## config.mk

```make
export PLATFORM = sky130hd
export DESIGN_NAME = txint_cause_top
export DESIGN_NICKNAME = d
export VERILOG_FILES = /design/src/rtl/txint_pkg.sv /design/src/rtl/txint_qempty_det.sv /design/src/rtl/txint_delay_timer.sv /design/src/rtl/txint_cause_reg.sv /design/src/rtl/txint_irq_out.sv /design/src/rtl/txint_cause_top.sv
export SDC_FILE = /design/constraint.sdc
export NUM_CORES = 1
export LEC_CHECK = 0
export BUFFER_PORTS_ARGS = -buffer_cell sky130_fd_sc_hd__buf_2
export CELL_PAD_IN_SITES_DETAIL_PLACEMENT = 0
export CELL_PAD_IN_SITES_GLOBAL_PLACEMENT = 1
export CORE_MARGIN = 3
export CORE_UTILIZATION = 36
export DETAILED_ROUTE_END_ITERATION = 7
export PLACE_DENSITY = 0.8
export SYNTH_ARGS = -nofsm -noshare
export SYNTH_HDL_FRONTEND = slang
export SYNTH_SLANG_ARGS = --single-unit
```

## constraint.sdc

```tcl
create_clock -name clk -period 2.45 [get_ports clk]
set_clock_uncertainty 0.05 [all_clocks]
set_input_delay 0.49 -clock clk [delete_from_list [all_inputs] [get_ports clk]]
set_output_delay 0.49 -clock clk [all_outputs]
set_load 0.02 [all_outputs]
```

## src/rtl/txint_pkg.sv

```systemverilog
package txint_pkg;
  localparam int unsigned CAUSE_N      = 2;
  localparam int unsigned CAUSE_DONE   = 0;
  localparam int unsigned CAUSE_QEMPTY = 1;
  typedef logic [CAUSE_N-1:0] cause_vec_t;
endpackage

```

## src/rtl/txint_qempty_det.sv

```systemverilog
// Flags the cycle in which head and tail become equal.
module txint_qempty_det #(
  parameter int unsigned PTR_W = 8
) (
  input  logic             clk,
  input  logic             rst_n,
  input  logic [PTR_W-1:0] head_i,
  input  logic [PTR_W-1:0] tail_i,
  output logic             rise_o
);
  logic eq_now;
  logic eq_q;
  logic eq_d;

  always_comb begin
    eq_now = (head_i == tail_i);
    eq_d   = eq_now;
    rise_o = eq_now & ~eq_q;
  end

  // Reset value 1: an empty ring out of reset is not an event.
  always_ff @(posedge clk or negedge rst_n) begin
    if (!rst_n) eq_q <= 1'b1;
    else        eq_q <= eq_d;
  end
endmodule

```

## src/rtl/txint_delay_timer.sv

```systemverilog
// Countdown for the delayed descriptor-done cause.
module txint_delay_timer #(
  parameter int unsigned DLY_W = 16
) (
  input  logic             clk,
  input  logic             rst_n,
  input  logic             load_i,
  input  logic [DLY_W-1:0] ival_i,
  output logic             expire_o
);
  logic [DLY_W-1:0] cnt_q, cnt_d;
  logic             act_q, act_d;
  logic             cnt_zero;
  logic             en;

  always_comb begin
    cnt_zero = (cnt_q == '0);
    expire_o = act_q & cnt_zero & ~load_i;
    en       = load_i | act_q;
    cnt_d    = cnt_q;
    act_d    = act_q;
    if (load_i) begin
      cnt_d = ival_i;
      act_d = 1'b1;
    end else if (act_q) begin
      if (cnt_zero) act_d = 1'b0;
      else          cnt_d = cnt_q - 1'b1;
    end
  end

  always_ff @(posedge clk or negedge rst_n) begin
    if (!rst_n) begin
      cnt_q <= '0;
      act_q <= 1'b0;
    end else if (en) begin
      cnt_q <= cnt_d;
      act_q <= act_d;
    end
  end
endmodule

```

## src/rtl/txint_cause_reg.sv

```systemverilog
// Sticky cause bits, write-one-to-clear, set has priority.
module txint_cause_reg #(
  parameter int unsigned N = 2
) (
  input  logic         clk,
  input  logic         rst_n,
  input  logic [N-1:0] set_i,
  input  logic [N-1:0] clr_i,
  output logic [N-1:0] cause_o
);
  for (genvar i = 0; i < N; i++) begin : g_bit
    logic q, d, en;
    always_comb begin
      en = set_i[i] | clr_i[i];
      d  = set_i[i] | (q & ~clr_i[i]);
    end
    always_ff @(posedge clk or negedge rst_n) begin
      if (!rst_n)  q <= 1'b0;
      else if (en) q <= d;
    end
    assign cause_o[i] = q;
  end
endmodule

```

## src/rtl/txint_irq_out.sv

```systemverilog
// Registered masked OR of the cause bits.
module txint_irq_out #(
  parameter int unsigned N = 2
) (
  input  logic         clk,
  input  logic         rst_n,
  input  logic [N-1:0] cause_i,
  input  logic [N-1:0] mask_i,
  output logic         irq_o
);
  logic irq_d, irq_q;

  always_comb irq_d = |(cause_i & mask_i);

  always_ff @(posedge clk or negedge rst_n) begin
    if (!rst_n) irq_q <= 1'b0;
    else        irq_q <= irq_d;
  end

  assign irq_o = irq_q;
endmodule

```

## src/rtl/txint_cause_top.sv

```systemverilog
module txint_cause_top
  import txint_pkg::*;
#(
  parameter int unsigned PTR_W = 8,
  parameter int unsigned DLY_W = 16
) (
  input  logic             clk,
  input  logic             rst_n,
  input  logic [PTR_W-1:0] head_ptr,
  input  logic [PTR_W-1:0] tail_ptr,
  input  logic             wb_valid,
  input  logic             wb_rs,
  input  logic             wb_ide,
  input  logic [DLY_W-1:0] delay_ival,
  input  logic [1:0]       irq_mask,
  input  logic             clr_valid,
  input  logic [1:0]       clr_bits,
  output logic [1:0]       cause_o,
  output logic             irq_o
);
  logic       qe_rise;
  logic       dly_load;
  logic       dly_expire;
  cause_vec_t set_vec;
  cause_vec_t clr_vec;
  cause_vec_t cause_q;

  always_comb begin
    dly_load              = wb_valid & wb_rs & wb_ide;
    set_vec               = '0;
    set_vec[CAUSE_DONE]   = (wb_valid & wb_rs & ~wb_ide) | dly_expire;
    set_vec[CAUSE_QEMPTY] = qe_rise;
    clr_vec               = clr_valid ? clr_bits : '0;
  end

  txint_qempty_det #(.PTR_W(PTR_W)) u_qe (
    .clk(clk), .rst_n(rst_n), .head_i(head_ptr), .tail_i(tail_ptr), .rise_o(qe_rise)
  );

  txint_delay_timer #(.DLY_W(DLY_W)) u_dly (
    .clk(clk), .rst_n(rst_n), .load_i(dly_load), .ival_i(delay_ival), .expire_o(dly_expire)
  );

  txint_cause_reg #(.N(CAUSE_N)) u_cause (
    .clk(clk), .rst_n(rst_n), .set_i(set_vec), .clr_i(clr_vec), .cause_o(cause_q)
  );

  txint_irq_out #(.N(CAUSE_N)) u_irq (
    .clk(clk), .rst_n(rst_n), .cause_i(cause_q), .mask_i(irq_mask), .irq_o(irq_o)
  );

  assign cause_o = cause_q;
endmodule

```

Yosys cells after proc, flatten, opt, wreduce, memory -nomap -nowiden
Index checks and enable logic that the tools add are counted.
Word-level totals
  flip-flop bits (word level): 21
  bits in latches: 0
  bits in writable memories: 0
  bits in read-only memories: 0
  bits of input ports: 42
  output and inout bits: 3
  logic and storage cells: 40
  memories: 0
Operators by class
  add/sub/neg operators: 1
  $mul: 0
  div/mod/pow operators: 0
  order comparisons: 0
  eq/ne operators: 2
  shifts and indexed selects: 0
  muxes and demuxes: 7
  bitwise gates (word level): 20
  reduce and logical (&&, ||, !) cells: 4
Operators by type and width (number)
  2-to-1 mux 16 bit: 3
  zero test 16 bit: 1
  subtractor 16 x 1 -> 16 bit, second input constant: 1
  AND 1 bit: 8
  == test 8 bit: 1
  bitwise OR 1 bit: 6
  inverter 1 bit: 5
  2-to-1 mux 1 bit: 3
  AND reduction 3 bit: 1
  AND 2 bit: 1
  2-to-1 mux 2 bit: 1
  inequality test 2 x 1 -> 1 bit, second input constant: 1
  nonzero test 2 bit: 1
  OR reduction 2 bit: 1

Depth between registers and ports, before layout
  depth after elaboration: 6
  mapped depth: 7
  gate-level depth less buffers: 7

Modules after synthesis
Synthesis repeated with hierarchy kept, for this count alone.
Unflattened totals
  cell total of the unflattened synthesis: 145
  area total of the unflattened synthesis: 1377.6 sq um
Modules (own cells, without submodules)
  txint_delay_timer: instances 1, cells an instance 117, area an instance 1102.3 sq um, seq. area each 425.4 sq um
  txint_qempty_det: instances 1, cells an instance 13, area an instance 122.6 sq um, seq. area each 26.3 sq um
  txint_cause_reg: instances 1, cells an instance 8, area an instance 87.6 sq um, seq. area each 50.0 sq um
  txint_irq_out: instances 1, cells an instance 2, area an instance 33.8 sq um, seq. area each 25.0 sq um
  txint_cause_top: instances 1, cells an instance 5, area an instance 31.3 sq um, seq. area each 0.0 sq um

Least setup slack after synthesis
Ideal clock, no wire load.
  kind: register to register
  start point: register u_dly.cnt_q[0]
  end point: register u_dly.cnt_q[14]
  library setup time: 0.124 ns
  arrival: 1.574 ns
  data required time: 2.276 ns
  path slack: 0.702 ns
  stages on the path, launching flop included: 8
  path buffers: 0
  period minus slack after synthesis: 1.748 ns
  cells stage by stage: dfrtp_1 -> inv_1 -> ha_1 -> and4bb_2 -> and2b_1 -> nand3_1 -> and3_1 -> a211o_1
On the way
  longest elaborated chain between the ends: 4
  elaborated cells between the ends (all ways): 7
  those cells by class: 1 x add/sub; 1 x eq/ne; 3 x mux; 2 x reduce/logical
Ends and longest elaborated chain
  start, declared: line txint_delay_timer.sv:11  | logic [DLY_W-1:0] cnt_q, cnt_d;
  start signal, assigned: line txint_delay_timer.sv:36  | cnt_q <= cnt_d;
  subtractor 16 x 1 -> 16 bit: line txint_delay_timer.sv:27  | else cnt_d = cnt_q - 1'b1;
  2-to-1 mux 16 bit: line txint_delay_timer.sv:26  | if (cnt_zero) act_d = 1'b0;
  2-to-1 mux 16 bit: line txint_delay_timer.sv:25  | end else if (act_q) begin
  2-to-1 mux 16 bit: line txint_delay_timer.sv:22  | if (load_i) begin
Several ways; a longest one is shown, not always the timed one. The select of a mux whose other input is x is not followed.
A chain may end at the register's enable or synchronous reset.

Worst setup path after layout
Ends and elaborated chain as after synthesis.

==> metrics.md <==
| Metric | Value |
|---|---|
| Status | finished, final reports clean |
| Clock tree from TritonCTS | done |
| Layout overhead on the synthesized area | 21.6% |
| Maximum buffer depth of the clock tree | 2 |
| Number of max-cap violations | 0 |
| X dimension of the die | 65.5 um |
| Layout fillers | 331 |
| 1st-pass router iterations | 4 |
| Post-synth design cell area | 0.00128 mm^2 |
| Most repeated cell in the gate-level netlist after synthesis | sky130_fd_sc_hd__dfrtp_1 |
| DPL Wire Length | 2240 um |
| Initial Utilization | 39.8% |
| Residual antenna-violating net count after detailed routing | 0 |
| Cell area after layout | 0.00155 mm^2 |
| CP required | 2.60 ns |
| Crit Path Class | flop to flop |
| Kind of end point of the critical path | flop |
| Worst hold margin | 0.0661 ns |
| 1st-iter DRT viols | 48 |
| Post-CTS clock slew at the launch and capture registers of the worst setup and hold paths | 0.11 ns |
| Count of final hold-check violations | 0 |
| Via density | 5.01 |
| Most instantiated cells after synthesis | 20 x sky130_fd_sc_hd__dfrtp_1, 14 x sky130_fd_sc_hd__nand2_1, 14 x sky130_fd_sc_hd__nor2_1, 9 x sky130_fd_sc_hd__a21oi_1, 9 x sky130_fd_sc_hd__xnor2_1 |
| DP Worst Slack | 0.544 ns |
| Fraction of registers with async set/reset | 100% |
| Floorplan die area | 0.00430 mm^2 |
| Final setup margin | 0.534 ns |
| Net count of the mapped netlist | 180 |
| Final setup TNS | 0 ns |
| Core Rows | 20 |
| Actual slew at the worst max-slew pin | 0.498 ns |
| Normalized max-slew margin | 66.8% |
| Mapped Cells | 137 |
| Setup repair after global routing missed its margin | false |
| Gr ovfl total | 0 |
| Final setup violation count | 0 |
| Reg-to-reg critical path startpoint | u_dly.cnt_q[0]$_DFFE_PN0P_ |
| Worst reg2reg path depth | 7 |
| Count of distinct cell types in the synthesized netlist | 44 |
| Arrival @ worst endpoint | 2.07 ns |
| Vias after detailed routing | 1122 |
| Highest fanout seen on the critical path | 6 |
| Final weighted congestion in routability-driven placement | 0.852 |
| Sequential fraction of the synthesis area | 41.3% |
| EDFF count, synth | 0 |
| Non-filler cells, final | 224 |
| Pwr dens | 664 mW/mm^2 |
| Initial antenna violation count | 0 |
| PnR Total Power | 1.03 mW |
| Number of nets in the finished design | 224 |
| Share of the core filled with cells | 48.4% |
| CTS sink cnt | 21 |
| IO Port Bufs | 44 |
| Reg2reg setup slack | 0.53 ns |
| Dpl cells | 220 |
| Area occupied by multi-input gates | 707 um^2 |
| Top post-synthesis cells by area | sky130_fd_sc_hd__dfrtp_1 39%, sky130_fd_sc_hd__xnor2_1 6.2%, sky130_fd_sc_hd__xor2_1 5.5%, sky130_fd_sc_hd__nand2_1 4.1%, sky130_fd_sc_hd__nor2_1 4.1% |
| Final critical-path share of the clock period | 78.2% |
| Slew Viols, Final | 0 |
| Clk root buf | sky130_fd_sc_hd__clkbuf_4 |
| Avg Synthesized Cell Area | 9.32 um^2 |
| Post-cts repair resize count | 0 |
| Largest net degree at the start of global routing | 22 |
| Startpoint types | flop |
| Leakage power summed over all cells | 0.671 nW |
| Wire length after detailed routing | 2730 um |
| Peak VDD IR | 0.242 mV |
| Synth top area share | 39.2% |
| Post-cts hold buffer count | 0 |
| Minimum period implied by the final worst setup slack | 1.92 ns |
| Area of all sequential standard cells | 527 um^2 |
| Max Clk Rate | 522 MHz |
| Number of top-level pins | 45 |
| Remaining design rule violation count | 0 |
| Vias in the first global route | 1052 |
| Class of the tightest hold or removal check | primary input to async pin |
| Setup bufs post-CTS | 0 |
| First-pass GRT wire length | 4430 um |
| Post-synthesis register bit count | 21 |
| Cell type with the highest aggregate area in the netlist | sky130_fd_sc_hd__dfrtp_1 |
| Placed standard-cell area | 0.00152 mm^2 |
| Chip Height | 65.5 um |
| Number of warnings issued by yosys | 0 |
| Core region area | 0.00320 mm^2 |
| GRT Overall Usage | 13.0% |
| TritonCTS buffer count | 3 |
| Latest clock arrival within the worst-skew pair | 0.30 ns |
| Fraction of final layout cells with drive strength greater than 1 | 35.0% |
| Wire length per cell after detailed routing | 12.2 um |
| Antenna Cells | 0 |
| Capture point of the worst reg-to-reg path | u_dly.cnt_q[14]$_DFFE_PN0P_ |
| H-Tree Depth | 1 |
| Predominant post-synthesis flop cell | sky130_fd_sc_hd__dfrtp_1 |
-- critical path: stages, from the launching register on --
cell,delay (ns)
sky130_fd_sc_hd__dfrtp_1,0.40
sky130_fd_sc_hd__inv_1,0.08
sky130_fd_sc_hd__ha_1,0.22
sky130_fd_sc_hd__and4bb_2,0.26
sky130_fd_sc_hd__and2b_1,0.23
sky130_fd_sc_hd__nand3_1,0.12
sky130_fd_sc_hd__and3_1,0.21
sky130_fd_sc_hd__a211o_1,0.25
-- cell families (layout without fill, tap and decap cells) --
logic type               Yosys count  count (layout)  synth area share, %
AND/OR/NAND/NOR                   62              62                 29.6
AO/OA/AOI/OAI                     27              27                 12.3
flip-flops                        21              21                 41.3
XOR/XNOR                          17              17                 11.7
buffers and inverters              8              51                 3.33
adder cells (fa/ha/maj)            1               1                0.980
multiplexers                       1               1                0.882
-- flip-flops by register name, summed over array words and instances, names as in the netlist --
signal	flops
u_dly.cnt_q	16
u_cause.g_bit.q	2
u_qe.eq_q	1
u_dly.act_q	1
u_irq.irq_o	1
-- routing by layer --
layer,wire length (um),GRT usage [%]
met1,1210,16.5
met2,1330,22.4
met3,162,2.91
met4,23,3.11
met5,0,0
-- power by group --
part / total (mW) / internal, mW / leakage, nW / switching (mW)
sequential: 0.542 / 0.434 / 0.243 / 0.107
clock: 0.165 / 0.0610 / 0.0177 / 0.104
combinational: 0.324 / 0.171 / 0.411 / 0.153
-- worst max path at each step --
stage	from	endpoint	slack, ns
6_report	u_dly.cnt_q[0]$_DFFE_PN0P_	u_dly.cnt_q[14]$_DFFE_PN0P_	0.53
5_1_grt	u_dly.cnt_q[0]$_DFFE_PN0P_	u_dly.cnt_q[14]$_DFFE_PN0P_	0.38
4_1_cts	u_dly.cnt_q[0]$_DFFE_PN0P_	u_dly.cnt_q[14]$_DFFE_PN0P_	0.53
3_5_place_dp	u_dly.cnt_q[0]$_DFFE_PN0P_	u_dly.cnt_q[14]$_DFFE_PN0P_	0.54
3_3_place_gp	u_dly.cnt_q[0]$_DFFE_PN0P_	u_dly.cnt_q[14]$_DFFE_PN0P_	0.59
2_1_floorplan	u_dly.cnt_q[0]$_DFFE_PN0P_	u_dly.cnt_q[14]$_DFFE_PN0P_	0.70
-- cell type report --
| class | instances | area share (%) |
|---|---|---|
| Multi-Input combinational cell | 108 | 45.6 |
| Clock buffer | 3 | 1.45 |
| Timing Repair Buffer | 45 | 14.7 |
| Tap cell | 44 | 3.55 |
| Inverter | 2 | 0.484 |
| Clock inverter | 1 | 0.323 |
| Sequential cell | 21 | 34.0 |
-- cells in the final DEF, fill, tap and decap left out, types with 2 or more instances in the layout --
| master | synthesis | layout |
|---|---|---|
| sky130_fd_sc_hd__dfrtp_1 | 20 | 20 |
| sky130_fd_sc_hd__inv_1 | 2 | 2 |
| sky130_fd_sc_hd__a21oi_1 | 9 | 9 |
| sky130_fd_sc_hd__o21ai_1 | 2 | 2 |
| sky130_fd_sc_hd__a31oi_1 | 2 | 2 |
| sky130_fd_sc_hd__nor2_1 | 14 | 14 |
| sky130_fd_sc_hd__o21ai_0 | 8 | 8 |
| sky130_fd_sc_hd__and3_1 | 2 | 2 |
| sky130_fd_sc_hd__buf_2 | 0 | 44 |
| sky130_fd_sc_hd__nor4_2 | 2 | 2 |
| sky130_fd_sc_hd__xnor2_1 | 9 | 9 |
| sky130_fd_sc_hd__xor2_1 | 8 | 8 |
| sky130_fd_sc_hd__nand3_1 | 7 | 7 |
| sky130_fd_sc_hd__nand2_1 | 14 | 14 |
| sky130_fd_sc_hd__nand4_1 | 3 | 3 |
| sky130_fd_sc_hd__clkbuf_4 | 0 | 3 |
| sky130_fd_sc_hd__nand3b_1 | 3 | 3 |
No activity file was read; power rests on OpenSTA's default activity.
